==> src/rtl/potbank_pkg.sv <==
// Shared opcode encoding and decoded-action type for the potentiometer
// register executor. Assumes 4-bit opcodes as listed in the brief.
package potbank_pkg;

    typedef enum logic [3:0] {
        OP_GLOB_D2W = 4'b0001,
        OP_STATUS   = 4'b0101,
        OP_GLOB_W2D = 4'b1000,
        OP_RD_WIP   = 4'b1001,
        OP_WR_WIP   = 4'b1010,
        OP_RD_DR    = 4'b1011,
        OP_WR_DR    = 4'b1100,
        OP_XFER_D2W = 4'b1101,
        OP_XFER_W2D = 4'b1110
    } op_e;

    typedef struct packed {
        logic rd_wip;
        logic rd_dr;
        logic rd_stat;
        logic wr_wip;
        logic wr_dr;
        logic xfer_d2w;
        logic xfer_w2d;
        logic glob_d2w;
        logic glob_w2d;
    } act_t;

    // True for opcodes that store into a data register.
    function automatic logic op_stores_nv(input logic [3:0] op);
        return (op == OP_WR_DR) || (op == OP_XFER_W2D) || (op == OP_GLOB_W2D);
    endfunction

    // True for opcodes that produce a read response.
    function automatic logic op_is_read(input logic [3:0] op);
        return (op == OP_RD_WIP) || (op == OP_RD_DR) || (op == OP_STATUS);
    endfunction

    // True for opcodes the executor recognises.
    function automatic logic op_known(input logic [3:0] op);
        return op_stores_nv(op) || op_is_read(op) || (op == OP_WR_WIP) ||
               (op == OP_XFER_D2W) || (op == OP_GLOB_D2W);
    endfunction

endpackage

==> src/rtl/potbank_decode.sv <==
// Command decoder: turns one command into action enables.
// Drops all commands during the recall cycle, and drops data register
// stores while a write cycle runs or write protect is low.
// Assumes the status command needs register select 0 and channel 1.
module potbank_decode
    import potbank_pkg::*;
#(
    parameter int CW = 2,
    parameter int RW = 2
) (
    input  logic          cmd_valid,
    input  logic          recall,
    input  logic          nv_busy,
    input  logic          wp_n,
    input  logic [3:0]    cmd_op,
    input  logic [RW-1:0] cmd_sel,
    input  logic [CW-1:0] cmd_chan,
    output act_t          act,
    output logic          nv_start
);

    logic go;
    logic nv_ok;

    assign go    = cmd_valid && !recall;
    assign nv_ok = !nv_busy && wp_n;

    // Map opcode to a single action, gated by acceptance conditions.
    always_comb begin
        act = '0;
        case (op_e'(cmd_op))
            OP_RD_WIP:   act.rd_wip   = go;
            OP_RD_DR:    act.rd_dr    = go;
            OP_STATUS:   act.rd_stat  = go && (cmd_sel == '0) && (cmd_chan == CW'(1));
            OP_WR_WIP:   act.wr_wip   = go;
            OP_WR_DR:    act.wr_dr    = go && nv_ok;
            OP_XFER_D2W: act.xfer_d2w = go;
            OP_XFER_W2D: act.xfer_w2d = go && nv_ok;
            OP_GLOB_D2W: act.glob_d2w = go;
            OP_GLOB_W2D: act.glob_w2d = go && nv_ok;
            default:     act = '0;
        endcase
    end

    assign nv_start = act.wr_dr || act.xfer_w2d || act.glob_w2d;

endmodule

==> src/rtl/potbank_nvtimer.sv <==
// Write-cycle timer: a down-counter loaded on each accepted store.
// busy is high for exactly NV_CYCLES cycles after the start cycle.
// Assumes NV_CYCLES >= 1 and that start never arrives while busy.
module potbank_nvtimer #(
    parameter int NV_CYCLES = 1000000
) (
    input  logic clk,
    input  logic rst_n,
    input  logic start,
    output logic busy
);

    localparam int CNTW = $clog2(NV_CYCLES + 1);

    logic [CNTW-1:0] cnt_q;

    // Load on start, then count down to zero.
    always_ff @(posedge clk) begin
        if (!rst_n)
            cnt_q <= '0;
        else if (start)
            cnt_q <= CNTW'(NV_CYCLES);
        else if (cnt_q != '0)
            cnt_q <= cnt_q - 1'b1;
    end

    assign busy = (cnt_q != '0);

endmodule

==> src/rtl/potbank_chan.sv <==
// One channel: a volatile wiper register and NREG data registers.
// Reset gives the data registers their shipped pattern
// NV_BASE + 16*CH_IDX + j, and clears the wiper, which the parent
// reloads in the recall cycle.
module potbank_chan #(
    parameter int W       = 8,
    parameter int NREG    = 4,
    parameter int RW      = 2,
    parameter int CH_IDX  = 0,
    parameter int NV_BASE = 64
) (
    input  logic                     clk,
    input  logic                     rst_n,
    input  logic                     wip_we,
    input  logic [W-1:0]             wip_d,
    input  logic                     dr_we,
    input  logic [RW-1:0]            dr_idx,
    input  logic [W-1:0]             dr_d,
    output logic [W-1:0]             wiper,
    output logic [NREG-1:0][W-1:0]   dr
);

    // Wiper register update.
    always_ff @(posedge clk) begin
        if (!rst_n)
            wiper <= '0;
        else if (wip_we)
            wiper <= wip_d;
    end

    for (genvar j = 0; j < NREG; j++) begin : g_dr
        // Data register j: shipped value on reset, store when addressed.
        always_ff @(posedge clk) begin
            if (!rst_n)
                dr[j] <= W'(NV_BASE + 16 * CH_IDX + j);
            else if (dr_we && (dr_idx == RW'(j)))
                dr[j] <= dr_d;
        end
    end

endmodule

==> src/rtl/potbank_exec.sv <==
// Top of the potentiometer register executor. Runs decoded commands
// against NCH channels, times data register stores and serves reads
// one cycle after the command. Assumes the caller presents at most one
// command per cycle and holds wp_n stable around the command.
module potbank_exec
    import potbank_pkg::*;
#(
    parameter int NCH       = 4,
    parameter int W         = 8,
    parameter int NREG      = 4,
    parameter int NV_CYCLES = 1000000,
    parameter int NV_BASE   = 64,
    localparam int CW       = $clog2(NCH),
    localparam int RW       = $clog2(NREG)
) (
    input  logic              clk,
    input  logic              rst_n,
    input  logic              cmd_valid,
    input  logic [3:0]        cmd_op,
    input  logic [RW-1:0]     cmd_sel,
    input  logic [CW-1:0]     cmd_chan,
    input  logic [W-1:0]      cmd_data,
    input  logic              wp_n,
    output logic              rd_valid,
    output logic [W-1:0]      rd_data,
    output logic [NCH*W-1:0]  wiper_bus,
    output logic              nv_busy
);

    logic                               recall_q;
    act_t                               act;
    logic                               nv_start;
    logic [NCH-1:0][W-1:0]              wip_q;
    logic [NCH-1:0][NREG-1:0][W-1:0]    dr_q;

    // Flag the first cycle after reset as the recall cycle.
    always_ff @(posedge clk) begin
        if (!rst_n)
            recall_q <= 1'b1;
        else
            recall_q <= 1'b0;
    end

    potbank_decode #(.CW(CW), .RW(RW)) u_decode (
        .cmd_valid (cmd_valid),
        .recall    (recall_q),
        .nv_busy   (nv_busy),
        .wp_n      (wp_n),
        .cmd_op    (cmd_op),
        .cmd_sel   (cmd_sel),
        .cmd_chan  (cmd_chan),
        .act       (act),
        .nv_start  (nv_start)
    );

    potbank_nvtimer #(.NV_CYCLES(NV_CYCLES)) u_timer (
        .clk   (clk),
        .rst_n (rst_n),
        .start (nv_start),
        .busy  (nv_busy)
    );

    for (genvar c = 0; c < NCH; c++) begin : g_chan
        logic          hit;
        logic          wip_we;
        logic [W-1:0]  wip_d;
        logic          dr_we;
        logic [W-1:0]  dr_d;

        assign hit    = (cmd_chan == CW'(c));
        assign wip_we = recall_q || ((act.wr_wip || act.xfer_d2w) && hit) || act.glob_d2w;
        assign wip_d  = recall_q   ? dr_q[c][0] :
                        act.wr_wip ? cmd_data   : dr_q[c][cmd_sel];
        assign dr_we  = ((act.wr_dr || act.xfer_w2d) && hit) || act.glob_w2d;
        assign dr_d   = act.wr_dr ? cmd_data : wip_q[c];

        potbank_chan #(
            .W       (W),
            .NREG    (NREG),
            .RW      (RW),
            .CH_IDX  (c),
            .NV_BASE (NV_BASE)
        ) u_chan (
            .clk    (clk),
            .rst_n  (rst_n),
            .wip_we (wip_we),
            .wip_d  (wip_d),
            .dr_we  (dr_we),
            .dr_idx (cmd_sel),
            .dr_d   (dr_d),
            .wiper  (wip_q[c]),
            .dr     (dr_q[c])
        );

        assign wiper_bus[c*W +: W] = wip_q[c];
    end

    // Register the read response one cycle after the command.
    always_ff @(posedge clk) begin
        if (!rst_n) begin
            rd_valid <= 1'b0;
            rd_data  <= '0;
        end else begin
            rd_valid <= act.rd_wip || act.rd_dr || act.rd_stat;
            if (act.rd_wip)
                rd_data <= wip_q[cmd_chan];
            else if (act.rd_dr)
                rd_data <= dr_q[cmd_chan][cmd_sel];
            else if (act.rd_stat)
                rd_data <= W'(nv_busy);
            else
                rd_data <= '0;
        end
    end

endmodule

==> config.mk <==
export PLATFORM = sky130hd
export DESIGN_NAME = potbank_exec
export DESIGN_NICKNAME = d
export VERILOG_FILES = /design/src/rtl/potbank_pkg.sv /design/src/rtl/potbank_decode.sv /design/src/rtl/potbank_nvtimer.sv /design/src/rtl/potbank_chan.sv /design/src/rtl/potbank_exec.sv
export SDC_FILE = /design/constraint.sdc
export NUM_CORES = 1
export LEC_CHECK = 0
export BUFFER_PORTS_ARGS = -buffer_cell sky130_fd_sc_hd__buf_2
export CORE_MARGIN = 4
export CORE_UTILIZATION = 36
export CTS_CLUSTER_SIZE = 16
export DETAILED_ROUTE_END_ITERATION = 10
export HOLD_SLACK_MARGIN = 0.02
export PLACE_DENSITY = 0.54
export SETUP_SLACK_MARGIN = 0.2
export SLEW_MARGIN = 40
export SYNTH_ARGS = -nofsm -noshare
export SYNTH_HDL_FRONTEND = slang
export SYNTH_SLANG_ARGS = --single-unit
==> constraint.sdc <==
create_clock -name clk -period 2.7 [get_ports clk]
set_input_delay 0.135 -clock clk [delete_from_list [all_inputs] [get_ports clk]]
set_output_delay 0.135 -clock clk [all_outputs]
set_load 0.1 [all_outputs]
==> metrics.md, run 1 <==
| Metric | Value |
|---|---|
| Status | complete, no violations |
| R2r setup slk | 0.33 ns |
| Synth top area cells | dfxtp_1 (43%), mux4_2 (10%), a21oi_1 (8.7%) |
| Setup_tns | 0 ns |
| Antenna-violating nets left | 0 |
| Top Ports | 62 |
| Tightest Pin Transition | 0.771 ns |
| Crit-path max FO | 15 |
| FMAX | 0.421 GHz |
| DRT Wirelength | 29.8 mm |
| Core area | 24300 um2 |
| Grt ovf | 0 |
| Initial core utilization | 0.367 |
| Avg WL per Cell | 22.7 um |
| Clock Tree Buf Depth | 2 |
| Peak supply drop | 0.000798 V |
| Initial antenna violation count | 0 |
| Syn_nets | 938 |
| Fin crit share | 0.879 |
| Cell Pwr Density | 787 nW/um2 |
| Num CTS Buffers | 17 |
| I/O Buffers | 61 |
| Die width | 165 um |
| Cell Area, Synth | 8920 um2 |
| Via density | 6.07 |
| Site Rows | 57 |
| Final GP Congestion | 0.840 |
| Max-Cap Viols | 0 |
| Clock Sinks | 190 |
| Critical path's top delay family | simple AND/OR/NAND/NOR gates |
| Critical path startpoint category | flop |
| Cells after synthesis | 917 |
| # diodes | 0 |
| Gr usage total | 0.219 |
| Clock latency on the worst-skew pair | 0.43 ns |
| First-pass GRT wire length | 45.6 mm |
| Met2 GRT Util | 0.349 |
| Register-to-Register Path Depth | 9 |
| Commonest register cell after synthesis | dfxtp_1 |
| Synth-to-Final Area Change | 17.6% |
| Slew Limit Headroom | 0.486 |
| Drt drc | 0 |
| Design Area, Final | 10500 um2 |
| Final-stage net count | 996 |
| Slowest CP cell | nor4_4 |
| Grt met1 use | 0.305 |
| Crit-path max cell delay | 0.54 ns |
| DIE AREA | 27400 um2 |
| CP Capture Type | flop |
| Hold violation count in the final report | 0 |
| Critical path required time | 3.01 ns |
| P_leak | 3.94 nW |
| Worst path depth | 9 |
| CP Data Arrival Time | 2.69 ns |
| GR peak layer | met2 |
| Met3 Usage GRT | 0.0362 |
| Async SR Flop Fraction | 0 |
| CTS clk-pin slew, worst paths | 0.08 ns |
| EDFF count, synth | 0 |
| Syn Area/Cell | 9.73 um2 |
| Ys Warns | 0 |
| Root buffer cell | clkbuf_16 |
| Largest net degree at the start of global routing | 107 |
| Final setup viols | 0 |
| Synth cell types | 56 |
| Crit path kind | flop to flop |
| Fraction of layout cells with a size suffix above 1 | 0.244 |
| Max Slew Vio Count | 0 |
| CTS H-tree lvls | 4 |
| Via count | 7969 |
| Largest area contributor in the netlist | dfxtp_1 |
| Flops & latches, synth | 190 |
| Post-layout util | 0.431 |
| Vias in the first global route | 7461 |
| Clock period minus worst slack | 2.37 ns |
| CTS tree | built |
| DP Wirelength | 20.2 mm |
| RSZ-0062 raised after global routing | true |
| WHS Path Cells | 2 |
| Seq/Total Area, Yosys | 0.426 |
| Crit path buf inv count | 3 |
| DRT iter0 DRCs | 941 |
| HP Class | input pin to flop |
| Critical path, cell by cell | inv_1, ha_2, nor3b_4, buf_4, nand4_4, buf_12, nor4_4, and2_1, a21oi_1 |
| DIE HEIGHT | 165 um |
| Hold WS | 0.120 ns |
| Final Skew | 0.0112 ns |
| Placed Area | 9710 um2 |
| Top-area cell type share of the netlist area | 0.426 |
| Initial DRT Pass Iterations | 8 |
## metal layers
layer,vias up,wire length [um]
met4,0,683
met2,348,14000
met3,47,2180
met1,3890,13000
li1,3684,-
met5,-,0
## stage by stage
step / power [mW] / worst slack [ns] / std cells
after floorplan: 4.79 / 0.398 / 917
after detailed placement: 5.39 / 0.242 / 1276
after CTS: 8.16 / 0.213 / 1308
after global routing: 8.61 / 0.129 / 1312
after global placement: 5.37 / 0.235 / 1276
final: 8.26 / 0.325 / 1312
## registers in the layout, summed over array words and instances, names as in the netlist
| name | cells |
|---|---|
| rd_data | 8 |
| rd_valid | 1 |
| g_chan.u_chan.dr | 128 |
| recall_q | 1 |
| g_chan.u_chan.wiper | 32 |
| u_timer.cnt_q | 20 |
## power by group
group | leakage (nW) | internal [mW] | switching [mW] | total (mW)
combinational | 2.08 | 0.812 | 1.48 | 2.30
clock | 0.312 | 1.52 | 1.27 | 2.79
sequential | 1.54 | 2.95 | 0.225 | 3.17
total | 3.94 | 5.28 | 2.98 | 8.26
## cells in the mapped netlist (7+ instances only)
| library cell | number |
|---|---|
| inv_1 | 14 |
| clkbuf_1 | 48 |
| dfxtp_1 | 190 |
| nor4_4 | 7 |
| a21oi_1 | 155 |
| a222oi_1 | 32 |
| o21ai_0 | 106 |
| nor3_1 | 62 |
| o22ai_1 | 8 |
| nand2_1 | 31 |
| mux4_2 | 40 |
| nor2_1 | 36 |
| xor2_1 | 10 |
| a211oi_1 | 16 |
| or4_1 | 7 |
| a31oi_1 | 30 |
| a311oi_1 | 7 |
| mux2i_1 | 13 |
| nor4b_4 | 8 |
| buf_2 | 19 |
## final timing paths
| check | from | to |
|---|---|---|
| worst min-delay path | rst_n | g_chan[3].u_chan.dr[5] |
| worst max register to register | u_timer.cnt_q[0] | g_chan[3].u_chan.dr[24] |
| worst max-delay path | u_timer.cnt_q[0] | g_chan[3].u_chan.dr[24] |
| worst min register to register | u_timer.cnt_q[15] | u_timer.cnt_q[15] |
## cell usage in the layout (no fill, tap or decap), types with 32 or more instances in the layout
| cell type | netlist | final |
|---|---|---|
| dfxtp_1 | 190 | 190 |
| a21oi_1 | 155 | 145 |
| o21ai_0 | 106 | 106 |
| nor3_1 | 62 | 59 |
| buf_2 | 19 | 59 |
| buf_4 | 4 | 54 |
| mux4_2 | 40 | 40 |
| nor2_1 | 36 | 36 |
| a222oi_1 | 32 | 32 |
## worst reg2reg max path, cell delays in order, from the launching register on
cell and delay (ns):
dfxtp_1 0.36, inv_1 0.07, ha_2 0.19, nor3b_4 0.21, buf_4 0.15, nand4_4 0.11, buf_12 0.19, nor4_4 0.54
and2_1 0.32, a21oi_1 0.10
## layout make-up
type / count / area, um2
inverter: 15 / 56.3
timing repair buffer: 120 / 818
multi-input combinational: 631 / 4750
tap: 324 / 405
clock buffer: 17 / 425
clock inverter: 15 / 228
fill: 2373 / 13800
sequential: 190 / 3800
## timing repair
| item | CTS | global route |
|---|---|---|
| pin swaps | 0 | 1 |
| hold buffers | 0 | 0 |
| setup buffers | 0 | 4 |
| setup endpoints to repair | 1 | 122 |
| resized for setup | 2 | 19 |
## cell families (layout without fill, tap and decap cells)
logic type,count (synthesis),in the layout,share of synthesized area
AND/OR/NAND/NOR,191,191,0.147
flip-flops,190,190,0.426
buffers and inverters,96,167,0.0490
multiplexers,54,54,0.117
XOR/XNOR,13,13,0.0128
adder cells (fa/ha/maj),1,1,0.00140
AO/OA/AOI/OAI,372,372,0.247
Power figures use the tool's default switching activity.
==> inputs of run 2 (changes only) <==
SYNTH_HIERARCHICAL = 1   (was not set)
==> metrics.md, run 2 <==
| Metric | Value |
|---|---|
| Status | finished, violations left |
| Failing checks | setup timing |
| Final WS setup | -0.250 ns (-0.576 ns) |
| Critical path, cell by cell | inv_2, ha_4, or4b_4, nor2_4, nand2_8, or3b_4, nor3_4, nor2_4, o21ai_2, nor3b_4, buf_6, mux2i_1 |
| Crit-path max cell delay | 0.48 ns (-0.06 ns) |
| Switching part of the total | 0.358 (-0.00196) |
| CTS H-tree lvls | 4 (unchanged) |
| Crit path kind | flop to flop |
| Cell Pwr Density | 620 nW/um2 (-21%) |
| Most frequent cells in the layout | mux2i_1 (195), dfxtp_1 (186), nand2_1 (144) |
| Synth top area cells | dfxtp_1 (35%), mux2i_1 (18%), mux4_2 (14%) |
| P_sw | 3.00 mW (+0.77%) |
| Post-synthesis simple-gate area fraction | 0.183 (+0.0365) |
| Cell Area, Synth | 10700 um2 (+20%) |
| Avg WL per Cell | 21.4 um (-5.7%) |
| Synth-to-Final Area Change | 25.6% |
| Fraction of layout cells with a size suffix above 1 | 0.329 (+0.0855) |
| Cells after synthesis | 1066 (+16%) |
| Post-synthesis mux area share | 0.341 (+0.224) |
| I/O Buffers | 61 (unchanged) |
| Tightest Pin Transition | 0.732 ns (-0.0392 ns) |
| Top Ports | 62 (unchanged) |
| Most instantiated cells after synthesis | mux2i_1 (195), dfxtp_1 (190), nand2_1 (165) |
| FMAX | 0.339 GHz (-20%) |
| Fin crit share | 1.09 (+0.213) |
| Syn_nets | 1087 (+16%) |
| Antenna-violating nets left | 0 (unchanged) |
| # diodes | 0 (unchanged) |
| Die width | 181 um (+9.3%) |
| Flops & latches, synth | 190 (unchanged) |
| Final GP Congestion | 0.842 (+0.27%) |
| Final Skew | 0.0159 ns (+0.00465 ns) |
| Largest family of logic cells by synthesized area | multiplexers |
| Most frequent cell after synthesis | mux2i_1 |
| RSZ-0062 raised after global routing | true |
| Clock latency on the worst-skew pair | 0.44 ns (about the same) |
| Via density | 5.47 (-10%) |
| Drt drc | 0 (unchanged) |
| Syn Area/Cell | 10.1 um2 (+3.6%) |
| Reg power frac | 0.365 (-0.020) |
| Initial core utilization | 0.369 (+0.00256) |
| Comb power frac | 0.333 (+0.055) |
| Commonest register cell after synthesis | dfxtp_1 |
| Initial DRT Pass Iterations | 5 (-3) |
| Slowest CP cell | or4b_4 |
| Initial antenna violation count | 0 (unchanged) |
| Hold violation count in the final report | 0 (unchanged) |
| Fillers | 2733 (+15%) |
| Slew Limit Headroom | 0.512 (+0.0261) |
| EDFF count, synth | 0 (unchanged) |
| Clock Sinks | 190 (unchanged) |
| CP Capture Type | flop |
| R2r setup slk | -0.25 ns (-0.58 ns) |
| Crit-path max FO | 6 (-9) |
| Leading cell type in the layout, fill and taps excluded | mux2i_1 |
| Largest area contributor in the netlist | dfxtp_1 |
| Final-stage net count | 1213 (+22%) |
| Gr usage total | 0.204 (-0.0147) |
| Largest net degree at the start of global routing | 101 (-5.6%) |
| Internal | 5.37 mW (+1.6%) |
| Max Slew Vio Count | 0 (unchanged) |
| Fin cells | 1589 (+21%) |
| Post-synthesis xor/xnor area fraction | 0.000815 (-0.0119) |
| CTS clk-pin slew, worst paths | 0.08 ns (about the same) |
| P_leak | 5.52 nW (+40%) |
| Final setup viols | 128 (+128) |
| Core area | 29100 um2 (+20%) |
| Clock Tree Buf Depth | 2 (unchanged) |
| Synth cell types | 65 (+16%) |
| Num CTS Buffers | 17 (unchanged) |
| Async SR Flop Fraction | 0 (unchanged) |
| Peak supply drop | 0.000539 V (-32%) |
| CP Data Arrival Time | 3.30 ns (+0.61 ns) |
| Placement Setup Slack | -0.391 ns (-0.633 ns) |
| Clock period minus worst slack | 2.95 ns (+0.576 ns) |
| DIE AREA | 32700 um2 (+19%) |
| DP Wirelength | 23.7 mm (+17%) |
| DRT iter0 DRCs | 706 (-25%) |
| Max-Cap Viols | 0 (unchanged) |
| Hold WS | 0.106 ns (-0.0145 ns) |
| Clock network power share | 0.302 (-0.035) |
| Site Rows | 62 (+8.8%) |
| Vias in the first global route | 8317 (+11%) |
| Ys Warns | 6 (+6) |
| Compound-gate portion of the synthesized area | 0.0686 (-0.178) |
| Root buffer cell | clkbuf_16 |
| Largest register by flop count | g_chan.u_chan/dr |
| Critical path required time | 3.05 ns (+0.04 ns) |
| Max reg flops | 128 (unchanged) |
| Via count | 8687 (+9.0%) |
| Grt ovf | 0 (unchanged) |
| DIE HEIGHT | 181 um (+9.3%) |
| First-pass GRT wire length | 52.4 mm (+15%) |
| Top cell by count, worst path | nor2_4 |
| Setup_tns | -21.74 ns (-21.74 ns) |
| Placed insts | 1535 (+20%) |
| DRT Wirelength | 34.0 mm (+14%) |
| Critical path startpoint category | flop |
| Top-area cell type share of the netlist area | 0.354 (-0.0724) |
| CTS tree | built |
| Biggest registers after layout | g_chan.u_chan/dr x128, g_chan.u_chan/wiper x32, u_timer/cnt_q x20 |
| Adder-Cell Fraction of Synth Area | 0.00116 (-0.000238) |
| Seq/Total Area, Yosys | 0.354 (-0.0724) |
| HP Class | input pin to flop |
-- run 2: changes by cell type in the layout (fill, tap and decap cells not counted), sizes merged, moves of 24 or more --
cell    before  now
mux2i       13  195
a21oi      155    6
nand2       31  165
nor2b        4   92
buf        120  175
nor3        65   11
a222oi      32    0
mux4        40   71
inv         21   49
o21ai      106   78
nor2        36   12
-- run 2: path summary, 6_finish.rpt --
path                                              start                         to  depth (start not counted)
worst max-delay path                   u_timer/cnt_q[1]     g_chan[1].u_chan/dr[1]                         12
worst min-delay path                              rst_n  g_chan[1].u_chan/wiper[7]                          2
worst max register to register         u_timer/cnt_q[1]     g_chan[1].u_chan/dr[1]                         12
worst min register to register  g_chan[1].u_chan/dr[23]    g_chan[1].u_chan/dr[23]                          2
-- run 2: metal layers --
layer  global-route usage  wire [um]  up-vias
li1                     -          -     4095
met1                0.307      16300     4315
met2                0.306      15100      247
met3               0.0378       2090       30
met5                    0          0        -
met4               0.0451        603        0
-- run 2: logic make-up after synthesis --
group	count (synthesis)
compound gates	124
xor+xnor	1
fa+ha+maj	1
buf+inv	112
flops	190
mux	275
simple gates	363
-- run 2: metrics by stage --
step / util / power [mW] / area [um2]
after global routing: 0.464 / 8.77 / 13500
final: 0.464 / 8.36 / 13500
after CTS: 0.454 / 8.27 / 13200
after floorplan: - / 4.77 / 10800
after global placement: 0.415 / 5.64 / 12100
after detailed placement: 0.415 / 5.64 / 12100
-- run 2: final cells by class --
class                      instances  area (um2)  share of cell area
clock buffer                      17         425              0.0315
clock inverter                    15         149              0.0110
inverter                          43         163              0.0121
multi-input combinational        764        6920               0.513
sequential                       190        3810               0.282
tap                              384         480              0.0356
timing repair buffer             176        1550               0.115
-- run 2: what timing repair did --
action,4_1_cts,5_1_grt
pin swaps,11,2
hold endpoints to repair,0,0
hold buffers,0,0
setup buffers,12,5
gates resized for setup,111,51
gates cloned,4,1
setup endpoints to repair,145,148
-- run 2: critical path: cells and delay by family, from the launching register on --
kind / cells / cell delay (ns)
and+or+nand+nor: 7 / 1.74
buffers and inverters: 2 / 0.25
DFF: 1 / 0.33
adders and majority gates: 1 / 0.14
muxes: 1 / 0.22
AOI/OAI and AO/OA: 1 / 0.20
-- run 2: power groups by stage --
| stage | Combinational, mW | Clock [mW] | Sequential, mW |
|---|---|---|---|
| after CTS | 2.64 | 2.58 | 3.05 |
| after floorplan | 1.50 | 0 | 3.27 |
| after global routing | 2.99 | 2.70 | 3.07 |
| after detailed placement | 2.52 | 0 | 3.11 |
| after global placement | 2.53 | 0 | 3.11 |
| final | 2.78 | 2.53 | 3.06 |
==> inputs of run 3 (changes only) <==
CORE_UTILIZATION = 40   (was 36)
PLACE_DENSITY = 0.58   (was 0.54)
SKIP_LAST_GASP = 1   (was not set)
==> metrics.md, run 3 (synthesis gave the netlist of run 2 again) <==
| Metric | Value |
|---|---|
| Final WS setup | -0.405 ns (-0.155 ns) |
| Clock latency on the worst-skew pair | 0.44 ns (about the same) |
| Critical path startpoint category | flop |
| Fin crit share | 1.15 (+0.0573) |
| Num CTS Buffers | 17 (unchanged) |
| Largest register by flop count | g_chan.u_chan/dr |
| Initial DRT Pass Iterations | 5 (unchanged) |
| Reg power frac | 0.360 (-0.005) |
| Status | finished, violations left |
| Critical path required time | 3.01 ns (-0.04 ns) |
| DRT iter0 DRCs | 866 (+23%) |
| FMAX | 0.322 GHz (-5.0%) |
| Slew Limit Headroom | 0.443 (-0.0689) |
| Clock Tree Buf Depth | 2 (unchanged) |
| Fraction of layout cells with a size suffix above 1 | 0.314 (-0.0157) |
| Clock Sinks | 190 (unchanged) |
| Hold WS | 0.238 ns (+0.132 ns) |
| Grt ovf | 0 (unchanged) |
| Clock network power share | 0.308 (+0.006) |
| Crit-path max FO | 7 (+1) |
| Drt drc | 0 (unchanged) |
| Failing checks | setup timing |
| Core area | 26200 um2 (-9.9%) |
| Initial core utilization | 0.410 (+0.0406) |
| First-pass GRT wire length | 51.6 mm (-1.6%) |
| RSZ-0062 raised after global routing | true |
| DP Wirelength | 22.9 mm (-3.2%) |
| Internal | 5.52 mW (+2.9%) |
| CP Capture Type | flop |
| Via count | 8721 (+0.39%) |
| Switching part of the total | 0.350 (-0.00848) |
| Avg WL per Cell | 21.7 um (+1.4%) |
| Max Slew Vio Count | 0 (unchanged) |
| Peak supply drop | 0.000415 V (-23%) |
| Most frequent cells in the layout | mux2i_1 (195), dfxtp_1 (186), nand2_1 (155) |
| Crit path kind | flop to flop |
| P_sw | 2.97 mW (-0.86%) |
| Final setup viols | 131 (+2.3%) |
| Top Ports | 62 (unchanged) |
| I/O Buffers | 61 (unchanged) |
| FF+latch area | 3810 um2 (unchanged) |
| Via density | 5.64 (+3.2%) |
| Post-layout util | 0.511 (+0.0466) |
| Fillers | 2359 (-14%) |
| Die width | 172 um (-4.9%) |
| Antenna-violating nets left | 0 (unchanged) |
| Gr usage total | 0.227 (+0.0228) |
| P_leak | 5.53 nW (+0.24%) |
| Clock period minus worst slack | 3.11 ns (+0.155 ns) |
| Site Rows | 59 (-4.8%) |
| # diodes | 0 (unchanged) |
| Vias in the first global route | 8593 (+3.3%) |
| Max-Cap Viols | 0 (unchanged) |
| Fin cells | 1546 (-2.7%) |
| Placed insts | 1491 (-2.9%) |
| DRT Wirelength | 33.6 mm (-1.3%) |
| Area of the multi-input gates | 6800 um2 (-1.7%) |
| Setup_tns | -36.14 ns (-14.40 ns) |
| CTS tree | built |
| CTS H-tree lvls | 4 (unchanged) |
| Cell Pwr Density | 635 nW/um2 (+2.4%) |
| Final-stage net count | 1219 (+0.49%) |
| Leading cell type in the layout, fill and taps excluded | mux2i_1 |
| Final Skew | 0.0139 ns (-0.00193 ns) |
| Power consumption | 8.49 mW (+1.5%) |
| DIE AREA | 29500 um2 (-9.6%) |
| CTS clk-pin slew, worst paths | 0.08 ns (about the same) |
| Tightest Pin Transition | 0.835 ns (+0.103 ns) |
| Synth-to-Final Area Change | 24.5% |
| Initial antenna violation count | 1 (+1) |
| Final GP Congestion | 0.851 (+1.0%) |
| CP Data Arrival Time | 3.41 ns (+0.11 ns) |
| WHS Path Cells | 5 (+3) |
| Biggest registers after layout | g_chan.u_chan/dr x128, g_chan.u_chan/wiper x32, u_timer/cnt_q x20 |
| Max reg flops | 128 (unchanged) |
| DIE HEIGHT | 172 um (-4.9%) |
| HP Class | input pin to flop |
| Root buffer cell | clkbuf_16 |
| Hold violation count in the final report | 0 (unchanged) |
| Comb power frac | 0.332 (about the same) |
| Largest net degree at the start of global routing | 196 (+94%) |
| Register-to-Register Path Depth | 11 (-1) |
==> run 3: changes by cell type in the layout (fill, tap and decap cells not counted), moves of 5 or more <==
cell,previous run,this run
nand2_1,144,155
o21ai_2,21,13
buf_4,70,77
o21ai_0,42,49
nand2_2,13,7
o21ai_1,10,15
==> run 3: critical path: stages (launching register included) <==
cell and delay, ns:
dfxtp_2 0.32, or4_4 0.56, nor3_4 0.31, nand2_8 0.07
or3b_4 0.42, nor3_4 0.30, nor2_4 0.11, o31ai_4 0.28
buf_4 0.17, nand3b_1 0.11, buf_6 0.21, mux2i_1 0.13
==> run 3: per-stage QoR <==
stage | cell area, um2 | setup slack (ns)
floorplan | 10800 | -0.487
global route | 13400 | -0.490
finish | 13400 | -0.405
CTS | 12900 | -0.239
global placement | 12100 | -0.346
detailed placement | 12100 | -0.391
==> run 3: layout make-up <==
type / count / share of cell area
Multi-Input combinational cell: 764 / 0.508
Sequential cell: 190 / 0.285
Timing Repair Buffer: 182 / 0.118
Clock buffer: 18 / 0.0328
Tap cell: 335 / 0.0313
Clock inverter: 14 / 0.0128
Inverter: 43 / 0.0122
==> run 3: timing repair <==
| item | CTS | global route |
|---|---|---|
| hold buffers | 1 | 0 |
| setup buffers | 6 | 12 |
| pin swaps | 11 | 6 |
| gates cloned | 1 | 3 |
| endpoints found under the setup margin | 141 | 149 |
| resized for setup | 38 | 85 |
| endpoints found under the hold margin | 7 | 0 |
==> run 3: power by group through the flow <==
stage	logic, mW	registers, mW	clock network (mW)
CTS	2.66	3.06	2.65
global route	3.02	3.08	2.77
floorplan	1.50	3.27	0
finish	2.82	3.06	2.61
global placement	2.60	3.12	0
detailed placement	2.61	3.12	0
==> run 3: path summary, 6_finish.rpt <==
kind	start	to	slack, ns
setup / recovery	u_timer/cnt_q[17]	g_chan[0].u_chan/dr[20]	-0.41
hold / removal	cmd_data[2]	g_chan[2].u_chan/dr[26]	0.24
setup reg to reg	u_timer/cnt_q[17]	g_chan[0].u_chan/dr[20]	-0.41
hold reg to reg	g_chan[2].u_chan/dr[23]	g_chan[2].u_chan/dr[23]	0.47
==> run 3: layer usage <==
layer | vias up | part of all wire | GRT usage
li1 | 4109 | - | -
met1 | 4274 | 0.45 | 0.323
met2 | 296 | 0.47 | 0.351
met3 | 40 | 0.070 | 0.0542
met4 | 2 | 0.015 | 0.0543
met5 | - | 0.00039 | 0
